--- config.mk ---
export PLATFORM = sky130hd
export DESIGN_NAME = sertx_top
export DESIGN_NICKNAME = d
export VERILOG_FILES = /design/src/rtl/sertx_pkg.sv /design/src/rtl/sertx_regs.sv /design/src/rtl/sertx_shifter.sv /design/src/rtl/sertx_irq.sv /design/src/rtl/sertx_top.sv
export SDC_FILE = /design/constraint.sdc
export NUM_CORES = 1
export LEC_CHECK = 0
export BUFFER_PORTS_ARGS = -buffer_cell sky130_fd_sc_hd__buf_2
export CAP_MARGIN = 10
export CELL_PAD_IN_SITES_DETAIL_PLACEMENT = 0
export CELL_PAD_IN_SITES_GLOBAL_PLACEMENT = 2
export CORE_ASPECT_RATIO = 1.5
export CORE_MARGIN = 5
export CORE_UTILIZATION = 35
export DETAILED_ROUTE_END_ITERATION = 8
export PLACE_DENSITY_LB_ADDON = 0.2
export REMOVE_ABC_BUFFERS = 1
export SYNTH_ARGS = -nofsm -noshare
export SYNTH_HDL_FRONTEND = slang
export SYNTH_HIERARCHICAL = 1
export SYNTH_SLANG_ARGS = --single-unit
--- constraint.sdc ---
create_clock -name clk -period 4.95 [get_ports clk]
set_clock_uncertainty 0.2 [all_clocks]
set_input_delay 0.99 -clock clk [delete_from_list [all_inputs] [get_ports clk]]
set_output_delay 0.99 -clock clk [all_outputs]
set_load 0.05 [all_outputs]
--- src/rtl/sertx_pkg.sv ---
package sertx_pkg;
   localparam int unsigned CTRL_W  = 8;
   localparam int unsigned CB_TIE  = 7;
   localparam int unsigned CB_TCIE = 6;
   localparam int unsigned CB_RIE  = 5;
   localparam int unsigned CB_ILIE = 4;
   localparam int unsigned CB_TEN  = 3;
   localparam int unsigned N_IRQ   = 4;

   typedef enum logic [2:0] {
      ST_IDLE,
      ST_DELAY,
      ST_START,
      ST_DATA,
      ST_STOP,
      ST_PREAMBLE
   } tx_state_e;
endpackage

--- src/rtl/sertx_regs.sv ---
module sertx_regs
   import sertx_pkg::*;
#(
   parameter int unsigned BUS_W  = 8,
   parameter int unsigned DATA_W = 8
) (
   input  logic              clk,
   input  logic              rst_n,
   input  logic              bus_wr,
   input  logic              bus_sel,
   input  logic [BUS_W-1:0]  bus_wdata,
   input  logic              load_p,
   input  logic              done_p,
   output logic [CTRL_W-1:0] ctrl_q,
   output logic [DATA_W-1:0] hold_q,
   output logic              hold_empty,
   output logic              done_flag
);
   localparam int unsigned STORED_LO = CB_TEN;

   logic wr_ctrl, wr_data;
   assign wr_ctrl = bus_wr && !bus_sel;
   assign wr_data = bus_wr &&  bus_sel;

   always_ff @(posedge clk or negedge rst_n) begin
      if (!rst_n) begin
         ctrl_q <= '0;
      end else if (wr_ctrl) begin
         ctrl_q <= {bus_wdata[CTRL_W-1:STORED_LO], {STORED_LO{1'b0}}};
      end
   end

   always_ff @(posedge clk or negedge rst_n) begin
      if (!rst_n) begin
         hold_q <= '0;
      end else if (wr_data) begin
         hold_q <= bus_wdata[DATA_W-1:0];
      end
   end

   // A write wins over a same-cycle load or done pulse.
   always_ff @(posedge clk or negedge rst_n) begin
      if (!rst_n) begin
         hold_empty <= 1'b1;
      end else if (wr_data) begin
         hold_empty <= 1'b0;
      end else if (load_p) begin
         hold_empty <= 1'b1;
      end
   end

   always_ff @(posedge clk or negedge rst_n) begin
      if (!rst_n) begin
         done_flag <= 1'b1;
      end else if (wr_data) begin
         done_flag <= 1'b0;
      end else if (done_p) begin
         done_flag <= 1'b1;
      end
   end
endmodule

--- src/rtl/sertx_shifter.sv ---
module sertx_shifter
   import sertx_pkg::*;
#(
   parameter int unsigned DATA_W = 8,
   parameter int unsigned OSR    = 16
) (
   input  logic              clk,
   input  logic              rst_n,
   input  logic              baud_tick,
   input  logic              tx_en,
   input  logic [DATA_W-1:0] hold_q,
   input  logic              hold_empty,
   output logic              load_p,
   output logic              done_p,
   output logic              line
);
   localparam int unsigned FRAME_BITS = DATA_W + 2;
   localparam int unsigned CNT_W      = (OSR > 1) ? $clog2(OSR) : 1;
   localparam int unsigned BIT_W      = $clog2(FRAME_BITS + 1);
   localparam logic [CNT_W-1:0] CNT_LAST = CNT_W'(OSR - 1);
   localparam logic [BIT_W-1:0] DAT_LAST = BIT_W'(DATA_W - 1);
   localparam logic [BIT_W-1:0] PRE_LAST = BIT_W'(FRAME_BITS - 1);

   tx_state_e         state;
   logic [CNT_W-1:0]  cnt;
   logic [BIT_W-1:0]  bitn;
   logic [DATA_W-1:0] shreg;
   logic              pre_pend;
   logic              en_d;
   logic              en_rise, busy, bit_end, have_word, pre_now;

   assign en_rise   = tx_en && !en_d;
   assign busy      = (state == ST_START) || (state == ST_DATA) || (state == ST_STOP);
   assign bit_end   = baud_tick && (cnt == CNT_LAST);
   assign have_word = tx_en && !hold_empty;
   assign pre_now   = pre_pend || (en_rise && busy);

   always_comb begin
      load_p = 1'b0;
      done_p = 1'b0;
      unique case (state)
         ST_IDLE:     load_p = have_word && !en_rise;
         ST_STOP: begin
            load_p = bit_end && !pre_now && have_word;
            done_p = bit_end && !pre_now && hold_empty;
         end
         ST_PREAMBLE: begin
            load_p = bit_end && (bitn == PRE_LAST) && have_word;
            done_p = bit_end && (bitn == PRE_LAST) && hold_empty;
         end
         default: ;
      endcase
   end

   always_comb begin
      unique case (state)
         ST_START: line = 1'b0;
         ST_DATA:  line = shreg[0];
         default:  line = 1'b1;
      endcase
   end

   always_ff @(posedge clk or negedge rst_n) begin
      if (!rst_n) begin
         en_d <= 1'b0;
      end else begin
         en_d <= tx_en;
      end
   end

   always_ff @(posedge clk or negedge rst_n) begin
      if (!rst_n) begin
         cnt <= '0;
      end else if (state == ST_IDLE || load_p) begin
         cnt <= '0;
      end else if (baud_tick) begin
         cnt <= bit_end ? '0 : cnt + 1'b1;
      end
   end

   always_ff @(posedge clk or negedge rst_n) begin
      if (!rst_n) begin
         state    <= ST_IDLE;
         bitn     <= '0;
         shreg    <= '0;
         pre_pend <= 1'b0;
      end else begin
         if (en_rise && busy) begin
            pre_pend <= 1'b1;
         end
         if (load_p) begin
            shreg <= hold_q;
         end
         unique case (state)
            ST_IDLE: begin
               if (en_rise) begin
                  state <= ST_DELAY;
               end else if (load_p) begin
                  state <= ST_START;
               end
            end
            ST_DELAY: begin
               if (!tx_en || bit_end) begin
                  state <= ST_IDLE;
               end
            end
            ST_START: begin
               if (bit_end) begin
                  state <= ST_DATA;
                  bitn  <= '0;
               end
            end
            ST_DATA: begin
               if (bit_end) begin
                  shreg <= shreg >> 1;
                  if (bitn == DAT_LAST) begin
                     state <= ST_STOP;
                  end else begin
                     bitn <= bitn + 1'b1;
                  end
               end
            end
            ST_STOP: begin
               if (bit_end) begin
                  if (pre_now) begin
                     state    <= ST_PREAMBLE;
                     bitn     <= '0;
                     pre_pend <= 1'b0;
                  end else if (load_p) begin
                     state <= ST_START;
                  end else begin
                     state <= ST_IDLE;
                  end
               end
            end
            ST_PREAMBLE: begin
               if (bit_end) begin
                  if (bitn == PRE_LAST) begin
                     state <= load_p ? ST_START : ST_IDLE;
                  end else begin
                     bitn <= bitn + 1'b1;
                  end
               end
            end
            default: state <= ST_IDLE;
         endcase
      end
   end
endmodule

--- src/rtl/sertx_irq.sv ---
module sertx_irq
   import sertx_pkg::*;
(
   input  logic [CTRL_W-1:0] ctrl_q,
   input  logic              hold_empty,
   input  logic              done_flag,
   input  logic              rx_overrun,
   input  logic              rx_full,
   input  logic              rx_idle,
   output logic              irq
);
   logic [N_IRQ-1:0] src, en, term;

   assign src = {hold_empty, done_flag, rx_overrun | rx_full, rx_idle};
   assign en  = ctrl_q[CB_TIE:CB_ILIE];

   for (genvar g = 0; g < N_IRQ; g++) begin : g_term
      assign term[g] = src[g] & en[g];
   end

   assign irq = |term;
endmodule

--- src/rtl/sertx_top.sv ---
module sertx_top
   import sertx_pkg::*;
#(
   parameter int unsigned BUS_W  = 8,
   parameter int unsigned DATA_W = 8,
   parameter int unsigned OSR    = 16
) (
   input  logic              clk,
   input  logic              rst_n,
   input  logic              bus_wr,
   input  logic              bus_sel,
   input  logic [BUS_W-1:0]  bus_wdata,
   input  logic              baud_tick,
   input  logic              rx_enable,
   input  logic              rx_overrun,
   input  logic              rx_full,
   input  logic              rx_idle,
   input  logic              gpio_out,
   output logic [CTRL_W-1:0] ctrl_q,
   output logic              tdr_empty,
   output logic              tx_complete,
   output logic              tx_pin,
   output logic              tx_drive,
   output logic              irq
);
   if (BUS_W < CTRL_W) begin : g_bad_bus
      $error("BUS_W must hold the control register");
   end
   if (DATA_W > BUS_W || DATA_W < 5) begin : g_bad_data
      $error("DATA_W must be between 5 and BUS_W");
   end
   if (OSR < 2) begin : g_bad_osr
      $error("OSR must be at least 2");
   end

   logic [DATA_W-1:0] hold_q;
   logic              load_p, done_p, line_w;

   sertx_regs #(.BUS_W(BUS_W), .DATA_W(DATA_W)) regs_i (
      .clk        (clk),
      .rst_n      (rst_n),
      .bus_wr     (bus_wr),
      .bus_sel    (bus_sel),
      .bus_wdata  (bus_wdata),
      .load_p     (load_p),
      .done_p     (done_p),
      .ctrl_q     (ctrl_q),
      .hold_q     (hold_q),
      .hold_empty (tdr_empty),
      .done_flag  (tx_complete)
   );

   sertx_shifter #(.DATA_W(DATA_W), .OSR(OSR)) shift_i (
      .clk        (clk),
      .rst_n      (rst_n),
      .baud_tick  (baud_tick),
      .tx_en      (ctrl_q[CB_TEN]),
      .hold_q     (hold_q),
      .hold_empty (tdr_empty),
      .load_p     (load_p),
      .done_p     (done_p),
      .line       (line_w)
   );

   sertx_irq irq_i (
      .ctrl_q     (ctrl_q),
      .hold_empty (tdr_empty),
      .done_flag  (tx_complete),
      .rx_overrun (rx_overrun),
      .rx_full    (rx_full),
      .rx_idle    (rx_idle),
      .irq        (irq)
   );

   assign tx_drive = ctrl_q[CB_TEN] | rx_enable;
   assign tx_pin   = tx_drive ? line_w : gpio_out;
endmodule

==> results of run 1 <==
## cells in the mapped netlist, drive strengths merged, types with 3 or more instances
library cell	count	area share, %
ha	3	2.0
a21oi	9	2.4
nand2b	5	1.6
nor3	6	2.2
nand3	6	1.6
mux2	14	8.4
o21ai	18	4.7
nor2b	4	2.1
nor2	9	1.8
nand2	25	5.3
buf	7	2.6
clkbuf	3	0.59
o211ai	7	2.7
inv	3	0.59
dfrtp	34	44
## cells by family after synthesis
kind of cell | share of synthesized area [%]
other cells | 0.196
simple gates | 20.3
fa+ha+maj | 1.96
compound gates | 16.6
flops | 47.2
xor+xnor | 0.458
mux | 9.48
buf+inv | 3.73
## area by class of cell
type / count / area share [%]
flip-flops and latches: 36 / 41.4
multi-input cells: 140 / 43.3
repair buffers: 27 / 6.19
well taps: 70 / 4.01
clock buffers: 8 / 4.58
inverters: 3 / 0.516
## worst register-to-register path: cells and delay by family, from the launching register on
family          cells  cell delay, ns
flops               1            0.59
compound gates      2            0.84
simple gates        3            1.05
## worst max-delay path by stage
stage | endpoint | start | slack, ns
4_1_cts | tx_pin | rx_enable | 1.93
3_5_place_dp | tx_pin | rx_enable | 1.93
2_1_floorplan | tx_pin | rx_enable | 2.05
5_1_grt | tx_pin | shift_i/state[1] | 1.86
3_3_place_gp | tx_pin | rx_enable | 1.94
6_report | tx_pin | rx_enable | 1.93
## power breakdown
group	internal, mW	total [mW]	leakage, nW	switching [mW]
sequential	0.366	0.450	0.436	0.0838
combinational	0.136	0.345	0.465	0.209
clock	0.127	0.229	0.0515	0.102
## per-layer routing
metal | share of wire (%) | up-vias | track usage [%]
met5 | 0 | - | 0
met4 | 1.8 | 0 | 5.31
met3 | 3.4 | 8 | 3.09
met2 | 57 | 30 | 23.1
met1 | 38 | 750 | 13.2
li1 | - | 722 | -
## per-stage QoR
step | setup WS [ns] | utilization, % | hold WS (ns) | power (mW)
global route | 1.86 | 40.4 | 0.319 | 1.09
CTS | 1.93 | 40.4 | 0.304 | 1.04
global placement | 1.94 | 38.5 | 0.284 | 0.790
finish | 1.93 | 40.4 | 0.302 | 1.02
detailed placement | 1.93 | 38.5 | 0.288 | 0.803
floorplan | 2.05 | - | 0.269 | 0.706
## state kept, by name (all words and copies together) (netlist names), 3 cells and up
register,count
shift_i/shreg,8
shift_i/bitn,4
shift_i/cnt,4
regs_i/hold_q,8
shift_i/state,3
regs_i/ctrl_q,5
==> flow_metrics.env, run 1 <==
export IMPL_post_route_drc_count=0
export IMPL_ir_worst_vdd_mv=0.183
export IMPL_crit_family="buffers and inverters"
export IMPL_grt_overflow_total=0
export IMPL_die_h_um=101
export IMPL_start_kind="input pin"
export IMPL_stdcell_count=284
export IMPL_synth_avg_cell_area_sq_um=10.2
export IMPL_start_util_pct=35.4
export IMPL_ant_nets=0
export IMPL_fillCellCount=542
export IMPL_viasPerCell=5.32
export IMPL_max_stage_delay_ns=0.29
export IMPL_crit_buf_inv=2
export IMPL_p_leak_nw=0.952
export IMPL_cts_tree="yes"
export IMPL_layout_common_cells="dfrtp_1, buf_2, nand2_1, o21ai_0, mux2_2"
export IMPL_drv_slew=0
export IMPL_design_area_sq_mm=0.00218
export IMPL_cp_required_ns=3.76
export IMPL_drt_iter0_markers=40
export IMPL_finalSetupViolations=0
export IMPL_grt_max_degree=37
export IMPL_grt_pass1_vias=1524
export IMPL_place_congestion=0.850
export IMPL_min_period_ns=3.02
export IMPL_drv_cap=0
export IMPL_rows=33
export IMPL_r2r_end="shift_i/shreg[2]"
export IMPL_ctsHoldBuffers=0
export IMPL_synth_ff_type="dfrtp_1"
export IMPL_cts_buffers=5
export IMPL_dpl_hpwl_um=3230
export IMPL_clock_latency_ns=0.28
export IMPL_htree_levels=2
export IMPL_crit_chain="buf_2 > or2_4 > mux2_4 > buf_2"
export IMPL_n_antenna_cell=0
export IMPL_max_freq_mhz=332
export IMPL_path_common_cell="buf_2"
export IMPL_timing_final_crit_share_pct=60.9
export IMPL_vias=1510
export IMPL_r2r_slack_ns=2.15
export IMPL_critPathArrivalTime_ns=1.83
export IMPL_final_common_cell="dfrtp_1"
export IMPL_synth_distinct_cells=50
export IMPL_placed_cell_area_sq_mm=0.00208
export IMPL_power_density_mw_per_mm2=469
export IMPL_netlist_area_sq_mm=0.00191
export IMPL_synth_warnings=6
export IMPL_seq_area_sq_um=903
export IMPL_postCtsSetupBuffers=0
export IMPL_drive_above_1_share_pct=28.5
export IMPL_path_clk_slew_ns=0.07
export IMPL_clock_root_buffer="clkbuf_8"
export IMPL_async_flop_share_pct=100
export IMPL_critical_path_max_fanout=2
export IMPL_worstHoldPathType="flop to flop"
export IMPL_grt_use_total_pct=12.5
export IMPL_r2r_start="shift_i/state[2]"
export IMPL_die_area_sq_mm=0.00708
export IMPL_hold_violations=0
export IMPL_synth_seq_area_share_pct=47.2
export IMPL_tightest_slew_ns=0.812
export IMPL_end_kind="primary output"
export IMPL_clock_sinks=36
export IMPL_syn2layout_area_growth_pct=14.1
export IMPL_holdPathStages=1
export IMPL_wirelength_um=4330
export IMPL_relSlewSlack_pct=45.9
export IMPL_ys_ff_latch=36
export IMPL_place_inst=276
export IMPL_hold_end="regs_i/hold_q[2]"
export IMPL_reg2regPathDepth=5
export IMPL_die_width_um=70.4
export IMPL_final_nets=234
export IMPL_io_buffers=27
export IMPL_io_pins=31
export IMPL_antenna_found_initial=0
export IMPL_avgRoutedWirePerCell_um=15.3
export IMPL_synthesis_instances=187
export IMPL_grt_first_pass_wirelength_um=7100
export IMPL_cts_buffer_depth=2
export IMPL_cp_depth=4
export IMPL_cts_resized_gates=0
export IMPL_multiInputGateArea_sq_um=946
export IMPL_coreArea_sq_mm=0.00541
export IMPL_dr_pass1_iters=4
export IMPL_crit_type="input pin to primary output"
export IMPL_final_setup_tns_ns=0
export IMPL_status="finished clean"
export IMPL_synth_edf_count=0
export IMPL_hold_start="regs_i/hold_q[2]"
export IMPL_rsz0062_at_grt="no"
export IMPL_critPathSlowestCell="mux2_4"
Note: power is estimated with default switching activity, not from simulation.
==> run 2: changes to the inputs <==
--- a/config.mk
+++ b/config.mk
@@ -11,7 +11,7 @@
 export CELL_PAD_IN_SITES_GLOBAL_PLACEMENT = 2
 export CORE_ASPECT_RATIO = 1.5
 export CORE_MARGIN = 5
-export CORE_UTILIZATION = 35
+export CORE_UTILIZATION = 32
 export DETAILED_ROUTE_END_ITERATION = 8
 export PLACE_DENSITY_LB_ADDON = 0.2
 export REMOVE_ABC_BUFFERS = 1
==> constraint.sdc (replaced) <==
create_clock -name clk -period 2.5 [get_ports clk]
set_clock_uncertainty 0.2 [all_clocks]
set_input_delay 0.5 -clock clk [delete_from_list [all_inputs] [get_ports clk]]
set_output_delay 0.5 -clock clk [all_outputs]
set_load 0.05 [all_outputs]
==> run 2 against run 1 <==
- non-clock buffer count increased by 7
- register-to-register slack got worse by 1.9 ns
- count of clock-buffer cells in the layout decreased by 2
- cell area increased by 2.0%
- clock power increased by 83%
- first-iteration DRC count increased by 75%
- utilization decreased by 2.2 points
- largest power group unchanged
- cell count increased by 3.2%
- largest cell class unchanged
- flip-flop and latch count unchanged
==> flow_metrics.env, run 2 (synthesis gave the netlist of run 1 again) <==
export IMPL_min_period_ns=2.36
export IMPL_placed_cell_area_sq_mm=0.00214
export IMPL_antenna_found_initial=0
export IMPL_worstHoldPathType="input pin to asynchronous set/reset pin"
export IMPL_io_buffers=27
export IMPL_coreArea_sq_mm=0.00583
export IMPL_rows=34
export IMPL_post_route_drc_count=0
export IMPL_dr_pass1_iters=4
export IMPL_top_regs="regs_i/hold_q x8, shift_i/shreg x8, regs_i/ctrl_q x5"
export IMPL_cts_resized_gates=0
export IMPL_fin_ws_ns=0.145
export IMPL_power_density_mw_per_mm2=925
export IMPL_htree_levels=2
export IMPL_tightest_slew_ns=0.829
export IMPL_cts_tree="yes"
export IMPL_dpl_hpwl_um=3520
export IMPL_cts_buffer_depth=2
export IMPL_rsz0062_at_grt="no"
export IMPL_syn2layout_area_growth_pct=16.4
export IMPL_grt_pass1_vias=1623
export IMPL_start_kind="flop"
export IMPL_critical_path_max_fanout=14
export IMPL_grt_first_pass_wirelength_um=7880
export IMPL_n_antenna_cell=0
export IMPL_relSlewSlack_pct=44.7
export IMPL_drv_cap=0
export IMPL_crit_type="flop to primary output"
export IMPL_final_setup_tns_ns=0
export IMPL_grt_max_degree=37
export IMPL_design_area_sq_mm=0.00223
export IMPL_r2r_end="shift_i/shreg[3]"
export IMPL_reg2regPathDepth=5
export IMPL_avgRoutedWirePerCell_um=15.8
export IMPL_viasPerCell=5.20
export IMPL_seq_area_sq_um=903
export IMPL_final_common_cell="dfrtp_1"
export IMPL_ir_worst_vdd_mv=0.317
export IMPL_layout_common_cells="dfrtp_1, buf_2, nand2_1, o21ai_0, mux2_2"
export IMPL_end_kind="primary output"
export IMPL_finalSetupViolations=0
export IMPL_wirelength_um=4640
export IMPL_die_area_sq_mm=0.00766
export IMPL_r2r_start="shift_i/state[1]"
export IMPL_cts_buffers=5
export IMPL_drv_slew=0
export IMPL_ant_nets=0
export IMPL_hold_violations=0
export IMPL_multiInputGateArea_sq_um=946
export IMPL_grt_overflow_total=0
export IMPL_postCtsSetupBuffers=0
export IMPL_clock_root_buffer="clkbuf_8"
export IMPL_p_leak_nw=0.978
export IMPL_vias=1523
export IMPL_clock_latency_ns=0.29
export IMPL_io_pins=31
export IMPL_drive_above_1_share_pct=30.8
export IMPL_die_h_um=105
export IMPL_fillCellCount=582
export IMPL_max_freq_mhz=425
export IMPL_drt_iter0_markers=70
export IMPL_place_congestion=0.809
export IMPL_r2r_slack_ns=0.26
export IMPL_die_width_um=73.1
export IMPL_timing_final_crit_share_pct=94.2
export IMPL_start_util_pct=32.8
export IMPL_status="finished clean"
export IMPL_path_clk_slew_ns=0.08
export IMPL_dp_slack_ns=0.268
export IMPL_cp_required_ns=1.80
export IMPL_grt_use_total_pct=13.1
export IMPL_critPathArrivalTime_ns=1.66
export IMPL_clock_sinks=36
export IMPL_ctsHoldBuffers=0
export IMPL_final_nets=241
[run 2: cell types whose count changed in the layout (fill, tap and decap cells not counted)]
cell / change
buf_4: +7
clkbuf_8: -2
clkinv_4: +1
clkinvlp_4: +1
[run 2: per-stage QoR]
stage | power, mW | hold slack [ns] | std cells | util, %
2_1_floorplan | 1.40 | 0.00441 | 179 | -
3_3_place_gp | 1.64 | 0.283 | 285 | 36.7
3_5_place_dp | 1.66 | 0.288 | 285 | 36.7
4_1_cts | 2.09 | 0.129 | 293 | 38.2
5_1_grt | 2.20 | 0.169 | 293 | 38.2
6_report | 2.06 | 0.108 | 293 | 38.2
[run 2: worst max-delay path, cell delays in order, from the launching register on]
cell and delay [ns]:
dfrtp_1 0.59, nor2b_1 0.23, nand2_1 0.08, mux2_4 0.25, buf_2 0.21
[run 2: power by group]
part           internal [mW]  switching (mW)
registers              0.725           0.146
clock network          0.198           0.220
logic                  0.312           0.459
[run 2: area by class of cell]
cell class                 instances  share of cell area, %
clock buffer                       6                   3.26
clock inverter                     2                  0.730
timing repair buffer              34                   8.43
inverter                           3                  0.506
sequential                        36                   40.6
multi-input combinational        140                   42.5
tap                               72                   4.04
[run 2: routing by layer]
metal | GRT usage (%) | wire length, um
met1 | 14.2 | 1720
met5 | 0 | 0
met3 | 2.98 | 220
met4 | 5.15 | 68
met2 | 23.7 | 2640
[run 2: worst max path at each step]
| stage | startpoint | end | cells after the start |
|---|---|---|---|
| 6_report | shift_i/state[1] | tx_pin | 4 |
| 5_1_grt | shift_i/state[1] | tx_pin | 4 |
| 4_1_cts | shift_i/state[1] | tx_pin | 4 |
| 3_5_place_dp | baud_tick | shift_i/state[2] | 6 |
| 3_3_place_gp | baud_tick | shift_i/state[2] | 6 |
| 2_1_floorplan | regs_i/ctrl_q[3] | shift_i/shreg[0] | 5 |
==> run 3: changes to the inputs <==
--- a/config.mk
+++ b/config.mk
@@ -9,7 +9,6 @@
 export CAP_MARGIN = 10
 export CELL_PAD_IN_SITES_DETAIL_PLACEMENT = 0
 export CELL_PAD_IN_SITES_GLOBAL_PLACEMENT = 2
-export CORE_ASPECT_RATIO = 1.5
 export CORE_MARGIN = 5
 export CORE_UTILIZATION = 32
 export DETAILED_ROUTE_END_ITERATION = 8
==> run 3 against run 2 <==
- sequential share of layout area fell by 0.43 points
- worst hold slack improved by 0.0061 ns
- sequential power fell by 0.6%
- critical path type unchanged
==> flow_metrics.env, run 3 (synthesis gave the netlist of run 1 again) <==
export IMPL_critical_path_max_fanout=14
export IMPL_grt_overflow_total=0
export IMPL_crit_type="flop to primary output"
export IMPL_crit_buf_inv=1
export IMPL_postCtsSetupBuffers=0
export IMPL_grt_first_pass_wirelength_um=7600
export IMPL_vias=1519
export IMPL_worstSetupStartpoint="shift_i/state[2]"
export IMPL_post_route_drc_count=0
export IMPL_coreArea_sq_mm=0.00585
export IMPL_wirelength_um=4500
export IMPL_end_kind="primary output"
export IMPL_drv_slew=0
export IMPL_cts_buffer_depth=2
export IMPL_cp_required_ns=1.80
export IMPL_clock_latency_ns=0.28
export IMPL_holdWs_ns=0.114
export IMPL_clock_sinks=36
export IMPL_r2r_start="shift_i/state[2]"
export IMPL_finalSetupViolations=0
export IMPL_cts_buffers=5
export IMPL_design_area_sq_mm=0.00225
export IMPL_io_buffers=27
export IMPL_placed_cell_area_sq_mm=0.00216
export IMPL_power_density_mw_per_mm2=931
export IMPL_ctsHoldBuffers=0
export IMPL_drt_iter0_markers=113
export IMPL_p_leak_nw=0.991
export IMPL_cts_resized_gates=0
export IMPL_viasPerCell=5.10
export IMPL_critPathSlowestCell="dfrtp_1"
export IMPL_status="finished clean"
export IMPL_die_area_sq_mm=0.00762
export IMPL_max_stage_delay_ns=0.52
export IMPL_drv_cap=0
export IMPL_avgRoutedWirePerCell_um=15.1
export IMPL_crit_end="tx_pin"
export IMPL_grt_pass1_vias=1506
export IMPL_die_h_um=87.3
export IMPL_top_regs="regs_i/hold_q x8, shift_i/shreg x8, regs_i/ctrl_q x5"
export IMPL_start_util_pct=32.7
export IMPL_start_kind="flop"
export IMPL_dpl_hpwl_um=3310
export IMPL_cp_depth=4
export IMPL_final_setup_tns_ns=0
export IMPL_htree_levels=2
export IMPL_crit_chain="nor2b_1 > nand2_1 > mux2_4 > buf_2"
export IMPL_n_antenna_cell=0
export IMPL_ir_worst_vdd_mv=0.407
export IMPL_antenna_found_initial=0
export IMPL_reg2regPathDepth=5
export IMPL_min_period_ns=2.27
export IMPL_layout_common_cells="dfrtp_1, buf_2, nand2_1, o21ai_0, mux2_2"
export IMPL_timing_final_crit_share_pct=90.9
export IMPL_io_pins=31
export IMPL_critPathArrivalTime_ns=1.57
export IMPL_grt_use_total_pct=12.8
export IMPL_grt_max_degree=37
export IMPL_r2r_end="shift_i/shreg[4]"
export IMPL_final_common_cell="dfrtp_1"
export IMPL_path_clk_slew_ns=0.07
export IMPL_tightest_slew_ns=0.830
export IMPL_final_nets=243
export IMPL_hold_violations=0
export IMPL_rows=28
export IMPL_relSlewSlack_pct=44.7
export IMPL_r2r_slack_ns=0.27
export IMPL_clock_root_buffer="clkbuf_8"
export IMPL_max_freq_mhz=440
export IMPL_place_congestion=0.757
export IMPL_ant_nets=0
export IMPL_drive_above_1_share_pct=31.4
export IMPL_dr_pass1_iters=4
export IMPL_cts_tree="yes"
export IMPL_worstHoldPathType="input pin to asynchronous set/reset pin"
export IMPL_die_width_um=87.3
export IMPL_crit_family="flip-flops"
export IMPL_syn2layout_area_growth_pct=17.7
export IMPL_rsz0062_at_grt="no"
[run 3: cell types whose count changed in the layout (fill, tap and decap cells not counted)]
cell / change
clkbuf_8: +1
clkinv_4: -1
buf_4: +2
[run 3: worst reg2reg max path, delay by kind of cell, from the launching register on]
| kind | cells | cell delay (ns) |
|---|---|---|
| AND/OR/NAND/NOR | 3 | 0.94 |
| AO/OA/AOI/OAI | 2 | 0.38 |
| flip-flops | 1 | 0.59 |
[run 3: report_power, final]
part / total (mW) / switching (mW) / leakage (nW) / internal (mW)
Clock: 0.439 / 0.215 / 0.0445 / 0.224
Combinational: 0.790 / 0.456 / 0.511 / 0.334
Sequential: 0.866 / 0.141 / 0.436 / 0.725
[run 3: final cells by class]
cell class | count | area (sq um)
clock buffer | 7 | 86.3
fill | 590 | 3600
inverter | 3 | 11.3
clock inverter | 1 | 7.51
multi-input combinational | 140 | 946
sequential | 36 | 903
timing repair buffer | 36 | 203
tap | 75 | 93.8
[run 3: per-stage QoR]
step / util, % / power (mW) / worst slack (ns) / cells
after floorplan: - / 1.40 / 0.0404 / 179
after global placement: 36.9 / 1.66 / 0.355 / 290
after detailed placement: 36.9 / 1.67 / 0.300 / 290
after CTS: 38.5 / 2.12 / 0.211 / 298
after global routing: 38.5 / 2.25 / 0.149 / 298
final: 38.5 / 2.10 / 0.228 / 298
[run 3: how the worst min path moves through the flow]
stage / to / slack [ns] / from
2_1_floorplan: regs_i/ctrl_q[3] / 0.004 / rst_n
3_3_place_gp: shift_i/shreg[6] / 0.28 / shift_i/shreg[7]
3_5_place_dp: regs_i/hold_q[0] / 0.29 / regs_i/hold_q[0]
4_1_cts: regs_i/hold_q[6] / 0.14 / rst_n
5_1_grt: regs_i/hold_q[6] / 0.17 / rst_n
6_report: regs_i/hold_q[7] / 0.11 / rst_n
[run 3: per-layer routing]
metal / up-vias / global-route usage [%] / share of wire [%]
met4: 0 / 3.35 / 0.60
met1: 739 / 17.9 / 48
met2: 38 / 19.9 / 47
met3: 2 / 2.84 / 4.3
li1: 740 / - / -
met5: - / 0 / 0
